<file path="config.mk">
export PLATFORM = sky130hd
export DESIGN_NAME = golden_result_monitor
export DESIGN_NICKNAME = d
export VERILOG_FILES = /design/src/rtl/mon_pkg.sv /design/src/rtl/mon_addr_gen.sv /design/src/rtl/mon_timeout.sv /design/src/rtl/mon_cmp.sv /design/src/rtl/golden_result_monitor.sv
export SDC_FILE = /design/constraint.sdc
export NUM_CORES = 1
export LEC_CHECK = 0
export ABC_CLOCK_PERIOD_IN_PS = 1500
export BUFFER_PORTS_ARGS = -buffer_cell sky130_fd_sc_hd__buf_2
export CAP_MARGIN = 5
export CORE_UTILIZATION = 49
export CTS_CLUSTER_DIAMETER = 40
export DETAILED_ROUTE_END_ITERATION = 8
export PLACE_DENSITY = 0.86
export SLEW_MARGIN = 0
export SYNTH_ARGS = -nofsm -noshare
export SYNTH_HDL_FRONTEND = slang
export SYNTH_SLANG_ARGS = --single-unit
</file>
<file path="constraint.sdc">
create_clock -name clk -period 1.5 [get_ports clk]
set_input_delay 0.45 -clock clk [delete_from_list [all_inputs] [get_ports clk]]
set_output_delay 0.45 -clock clk [all_outputs]
set_load 0.005 [all_outputs]
</file>
<file path="src/rtl/mon_pkg.sv">
package mon_pkg;

    typedef enum logic [2:0] {
        ST_IDLE,
        ST_CLEAR,
        ST_RUN,
        ST_READ,
        ST_DRAIN,
        ST_FINISH
    } mon_state_e;

    typedef enum logic [1:0] {
        RES_OK   = 2'd0,
        RES_DATA = 2'd1,
        RES_LOST = 2'd2
    } mon_result_e;

endpackage

</file>
<file path="src/rtl/mon_addr_gen.sv">
module mon_addr_gen #(
    parameter int DEPTH = 256,
    localparam int AW = $clog2(DEPTH)
) (
    input  logic          clk,
    input  logic          rst_n,
    input  logic          clr,
    input  logic          step,
    output logic [AW-1:0] addr,
    output logic          last
);
    typedef struct packed {
        logic [AW-1:0] addr;
    } ag_t;

    ag_t d, q;

    assign addr = q.addr;
    assign last = (q.addr == AW'(DEPTH - 1));

    always_comb begin
        d = q;
        if (clr) begin
            d.addr = '0;
        end else if (step) begin
            d.addr = last ? '0 : q.addr + 1'b1;
        end
    end

    always_ff @(posedge clk or negedge rst_n) begin
        if (!rst_n) q <= '0;
        else        q <= d;
    end

    // counter never leaves the legal address range
    a_r2_addr_range: assert property (@(posedge clk) disable iff (!rst_n)
        q.addr <= AW'(DEPTH - 1));

endmodule

</file>
<file path="src/rtl/mon_timeout.sv">
module mon_timeout #(
    parameter int LIMIT = 16,
    localparam int CW = $clog2(LIMIT + 1)
) (
    input  logic clk,
    input  logic rst_n,
    input  logic clr,
    input  logic en,
    output logic expired
);
    typedef struct packed {
        logic [CW-1:0] cnt;
    } tm_t;

    tm_t d, q;

    assign expired = (q.cnt == CW'(LIMIT));

    always_comb begin
        d = q;
        if (clr)                 d.cnt = '0;
        else if (en && !expired) d.cnt = q.cnt + 1'b1;
    end

    always_ff @(posedge clk or negedge rst_n) begin
        if (!rst_n) q <= '0;
        else        q <= d;
    end

    // the grace counter saturates and stays expired until cleared
    a_r7_expiry_sticky: assert property (@(posedge clk) disable iff (!rst_n)
        (expired && !clr) |=> expired);

endmodule

</file>
<file path="src/rtl/mon_cmp.sv">
module mon_cmp #(
    parameter int AW = 8,
    parameter int DW = 8
) (
    input  logic          clk,
    input  logic          rst_n,
    input  logic          clr,
    input  logic          rd_en,
    input  logic [AW-1:0] addr,
    input  logic [DW-1:0] dut_rdata,
    input  logic [DW-1:0] ref_rdata,
    output logic          hit,
    output logic [AW-1:0] first_addr
);
    typedef struct packed {
        logic          vld;
        logic [AW-1:0] addr;
        logic          hit;
        logic [AW-1:0] first;
    } cmp_t;

    cmp_t d, q;
    logic differ;

    assign differ     = q.vld && (dut_rdata != ref_rdata);
    assign hit        = q.hit;
    assign first_addr = q.first;

    always_comb begin
        d      = q;
        d.vld  = rd_en;
        d.addr = addr;
        if (clr) begin
            d.hit   = 1'b0;
            d.first = '0;
        end else if (differ && !q.hit) begin
            d.hit   = 1'b1;
            d.first = q.addr;
        end
    end

    always_ff @(posedge clk or negedge rst_n) begin
        if (!rst_n) q <= '0;
        else        q <= d;
    end

    // once captured, the first mismatch address is never overwritten
    a_r6_first_kept: assert property (@(posedge clk) disable iff (!rst_n)
        (q.hit && !clr) |=> (q.hit && $stable(q.first)));

endmodule

</file>
<file path="src/rtl/golden_result_monitor.sv">
module golden_result_monitor
    import mon_pkg::*;
#(
    parameter int DEPTH   = 256,
    parameter int DW      = 8,
    parameter int TIMEOUT = 16,
    localparam int AW = $clog2(DEPTH)
) (
    input  logic          clk,
    input  logic          rst_n,
    input  logic          start,
    input  logic          dut_end,
    input  logic          ref_end,
    input  logic [DW-1:0] dut_rdata,
    input  logic [DW-1:0] ref_rdata,
    output logic          core_rst_n,
    output logic          mem_we,
    output logic          mem_rd,
    output logic [AW-1:0] mem_addr,
    output logic [DW-1:0] mem_wdata,
    output logic          done,
    output logic [1:0]    status,
    output logic [AW-1:0] err_addr
);
    typedef struct packed {
        mon_state_e    st;
        logic          ref_seen;
        logic          dut_seen;
        logic          lost;
        logic          done;
        logic [1:0]    status;
        logic [AW-1:0] err;
    } ctl_t;

    ctl_t d, q;

    logic          addr_clr, addr_step, addr_last;
    logic          tmr_clr, tmr_en, tmr_expired;
    logic          cmp_clr, cmp_hit;
    logic [AW-1:0] cmp_first;

    mon_addr_gen #(.DEPTH(DEPTH)) u_addr (
        .clk   (clk),
        .rst_n (rst_n),
        .clr   (addr_clr),
        .step  (addr_step),
        .addr  (mem_addr),
        .last  (addr_last)
    );

    mon_timeout #(.LIMIT(TIMEOUT)) u_tmr (
        .clk     (clk),
        .rst_n   (rst_n),
        .clr     (tmr_clr),
        .en      (tmr_en),
        .expired (tmr_expired)
    );

    mon_cmp #(.AW(AW), .DW(DW)) u_cmp (
        .clk        (clk),
        .rst_n      (rst_n),
        .clr        (cmp_clr),
        .rd_en      (mem_rd),
        .addr       (mem_addr),
        .dut_rdata  (dut_rdata),
        .ref_rdata  (ref_rdata),
        .hit        (cmp_hit),
        .first_addr (cmp_first)
    );

    assign mem_we     = (q.st == ST_CLEAR);
    assign mem_rd     = (q.st == ST_READ);
    assign core_rst_n = (q.st == ST_RUN);
    assign mem_wdata  = '0;
    assign done       = q.done;
    assign status     = q.status;
    assign err_addr   = q.err;
    assign tmr_en     = (q.st == ST_RUN) && q.ref_seen && !q.dut_seen;

    always_comb begin
        d         = q;
        d.done    = 1'b0;
        addr_clr  = 1'b0;
        addr_step = 1'b0;
        tmr_clr   = 1'b0;
        cmp_clr   = 1'b0;
        unique case (q.st)
            ST_IDLE: begin
                if (start) begin
                    d.st       = ST_CLEAR;
                    d.ref_seen = 1'b0;
                    d.dut_seen = 1'b0;
                    d.lost     = 1'b0;
                    addr_clr   = 1'b1;
                    tmr_clr    = 1'b1;
                    cmp_clr    = 1'b1;
                end
            end
            ST_CLEAR: begin
                addr_step = 1'b1;
                if (addr_last) d.st = ST_RUN;
            end
            ST_RUN: begin
                d.ref_seen = q.ref_seen | ref_end;
                d.dut_seen = q.dut_seen | dut_end;
                if (q.ref_seen && q.dut_seen) begin
                    d.st = ST_READ;
                end else if (q.ref_seen && !dut_end && tmr_expired) begin
                    d.lost = 1'b1;
                    d.st   = ST_FINISH;
                end
            end
            ST_READ: begin
                addr_step = 1'b1;
                if (addr_last) d.st = ST_DRAIN;
            end
            ST_DRAIN: begin
                d.st = ST_FINISH;
            end
            ST_FINISH: begin
                d.done = 1'b1;
                d.st   = ST_IDLE;
                if (q.lost) begin
                    d.status = RES_LOST;
                    d.err    = '0;
                end else if (cmp_hit) begin
                    d.status = RES_DATA;
                    d.err    = cmp_first;
                end else begin
                    d.status = RES_OK;
                    d.err    = '0;
                end
            end
            default: d.st = ST_IDLE;
        endcase
    end

    always_ff @(posedge clk or negedge rst_n) begin
        if (!rst_n) q <= '{st: ST_IDLE, default: '0};
        else        q <= d;
    end

    // clear walks consecutive addresses
    a_r2_clear_walk: assert property (@(posedge clk) disable iff (!rst_n)
        (mem_we && $past(mem_we)) |-> (mem_addr == $past(mem_addr) + 1'b1));

    // read-back walks consecutive addresses
    a_r4_read_walk: assert property (@(posedge clk) disable iff (!rst_n)
        (mem_rd && $past(mem_rd)) |-> (mem_addr == $past(mem_addr) + 1'b1));

    // done is a single-cycle pulse
    a_r9_done_pulse: assert property (@(posedge clk) disable iff (!rst_n)
        done |=> !done);

    // result outputs move only together with done
    a_r9_result_hold: assert property (@(posedge clk) disable iff (!rst_n)
        (!$stable(status) || !$stable(err_addr)) |-> done);

    // only the three defined codes appear
    a_r5_code_legal: assert property (@(posedge clk) disable iff (!rst_n)
        status != 2'd3);

    // the cores never run while the memories are accessed
    a_r3_core_quiet: assert property (@(posedge clk) disable iff (!rst_n)
        (mem_we || mem_rd) |-> !core_rst_n);

endmodule

</file>
==> summary.md <==
| Metric | Value |
|---|---|
| CP max-delay cell | dfrtp_2 |
| Critical Path Source Type | flop |
| Crit path kind | reg -> out |
| Synth top area share | 47.45% |
| Crit path max fanout | 4 |
| Skew final | 8.129 ps |
| Final min period | 1597 ps |
| Vias/cell | 5.129 |
| Minimum hold slack | 30.06 ps |
| Clock root cell | clkbuf_8 |
| GPL Wtd Cong | 0.8538 |
| Worst min path class | in -> async |
| Clock Tree Buf Depth | 2 |
| Fmax | 626.3 MHz |
| Largest net degree at the start of global routing | 36 |
| Site row count | 25 |
| Layout area overhead | 29.26% |
| Vias | 1862 |
| Synth top area cells | dfrtp_1 47%, buf_4 7.7%, nand2_1 5.8%, mux2i_1 4.3%, xnor2_1 3.1% |
| Die Ht | 73.87 µm |
| Cts-stage hold buffer count | 0 |
| Buf+Inv Stages, Crit Path | 1 |
| First-pass GRT wire length | 8155 µm |
| Final WS setup | -96.61 ps |
| Post-synth ARST share | 100.0% |
| Peak VDD IR | 1.222 mV |
| Die area | 0.005457 mm² |
| Area leader, netlist | dfrtp_1 |
| Global route overflow | 0 |
| Outcome | finished, violations left |
| Clk slew on worst S/H paths | 90 ps |
| Num CTS Buffers | 5 |
| Final ANT Viol Nets | 0 |
| Syn Inst Count | 234 |
| Power Density | 1720 mW/mm² |
| Max Slew Vio Count | 0 |
| Yosys warning count | 0 |
| Net count, final | 319 |
| Ant diodes | 0 |
| Worst EP arrival | 1150 ps |
| Main flop type after synthesis | dfrtp_1 |
| Fin. Hold Viols | 0 |
| Final setup vio count | 12 |
| Worst path cell trace | nand2b_4 -> nor2_4 -> buf_2 |
| Vias in the first global route | 1748 |
| Worst EP required | 1050 ps |
| Io pins | 51 |
| Core Region | 0.004848 mm² |
| Total power | 5.627 mW |
| Worst skew pair latency | 310 ps |
| Synth Area per Inst | 10.82 µm² |
| Initial Util | 52.21% |
| Max incr delay on CP | 450 ps |
| Leading cell types in the layout, fill and taps excluded | 43 x dfrtp_1, 42 x buf_2, 25 x buf_4 |
| H-tree Lvls | 2 |
| Wire per inst | 15.44 µm |
| Initial DRC count | 70 |
| Final worst-path cycle share | 106.4% |
| DRC | 0 |
| Synth Register Bits | 48 |
| Sink Count | 48 |
| Element type at the critical path end | primary output |
| GRT Total Usage | 20.38% |
| Drt first pass iters | 4 |
| Post-route setup TNS | -762.3 ps |
| Pre-CTS WS | -88.80 ps |
| Failing checks | setup timing |
| RSZ-0062 raised after global routing | yes |
| Cell Area, Synth | 0.002531 mm² |
| IO Port Bufs | 42 |
| Final wirelength | 5606 µm |
| Initial antenna violation count | 0 |
| Yosys cell types | 48 |
| Sequential fraction of the synthesis area | 47.45% |
| Post-synth EDFFs | 0 |
| Max cap viols | 0 |
| Share of layout cells above drive strength 1 | 49.32% |
| CTS tree | yes |
| Commonest non-fill, non-tap cell in the layout | dfrtp_1 |
| Hpwl dp | 3396 µm |
| Pleak | 1.491 nW |
| Die Width | 73.87 µm |
| Top delay family on crit path | flip-flops |
==> cell usage after synthesis, types with 3 or more instances <==
cell,n
nor2_1,16
buf_4,26
buf_6,3
nor4b_2,3
o21a_1,3
xor2_1,8
xnor2_1,9
a21oi_1,4
nand2_1,39
nand3_1,3
ha_1,3
a211oi_1,3
dfrtp_1,48
inv_1,6
o21ai_0,10
mux2i_1,11
==> worst paths after layout <==
path / to / from / slack [ps] / cells past startpoint
worst max-delay path: mem_rd / q[16] / -100 / 3
worst min-delay path: u_addr.addr[4] / rst_n / 30 / 1
worst max register to register: u_addr.addr[5] / q[14] / -80 / 6
worst min register to register: u_cmp.q[10] / u_addr.addr[1] / 480 / 0
max in group asynchronous: status[1] / rst_n / 990 / 2
min in group clk: q[12] / dut_end / 390 / 3
==> per-layer routing <==
layer  share of wire, %  up-vias  track usage, %  wire length, µm
li1                   -      882               -                -
met1                 38      912           23.42             2148
met2                 55       52           34.76             3100
met3                3.4       16           5.761              191
met4                3.0        0           10.04              166
met5                  0        -               0                0
==> worst register-to-register path: stages, from the launching register on <==
cell and delay [ps]:
dfrtp_2 440, buf_6 150, buf_12 100, clkinvlp_4 190
a2111oi_4 380, xnor2_1 160, nor2_1 60
==> report_power, final <==
group	switching (mW)	internal, mW
logic	1.37	1.42
clock network	0.468	0.331
registers	0.374	1.67
==> logic make-up after synthesis <==
kind of cell,Yosys count,share of synthesized area [%]
muxes,13,5.240
xor gates and xnor gates,17,5.883
AOI/OAI and AO/OA,31,10.28
adders and majority gates,3,1.483
buffers and inverters,40,10.78
other,1,0.1482
DFF,48,47.45
and+or+nand+nor,81,18.74
==> sequential cells by signal (all words and copies together) (netlist names) <==
register and count:
u_addr.addr 8, u_cmp.q 9, done 1, status 2, u_cmp.first_addr 8, u_cmp.hit 1, u_tmr.q 5, err_addr 8
q 6
==> area by class of cell <==
type / count / area, µm²
fillers: 356 / 1577
repair buffers: 80 / 601.8
well taps: 67 / 83.83
flip-flops and latches: 48 / 1207
multi-input cells: 153 / 1254
inverters: 7 / 32.53
clock buffers: 5 / 68.82
clock inverters: 3 / 23.77
==> metrics by stage <==
step	util (%)	cell area (µm²)	std cells
2_1_floorplan	-	2557	241
3_3_place_gp	58.12	2818	342
3_5_place_dp	58.12	2818	342
4_1_cts	62.48	3029	358
5_1_grt	67.48	3272	363
6_report	67.48	3272	363
==> what timing repair did <==
item	4_1_cts	5_1_grt
pin swaps	6	18
gates cloned	0	2
buffers inserted	8	4
gates resized for setup	15	45
endpoints found under the setup margin	7	33
hold endpoints to repair	0	0
Power figures use the tool's default switching activity.
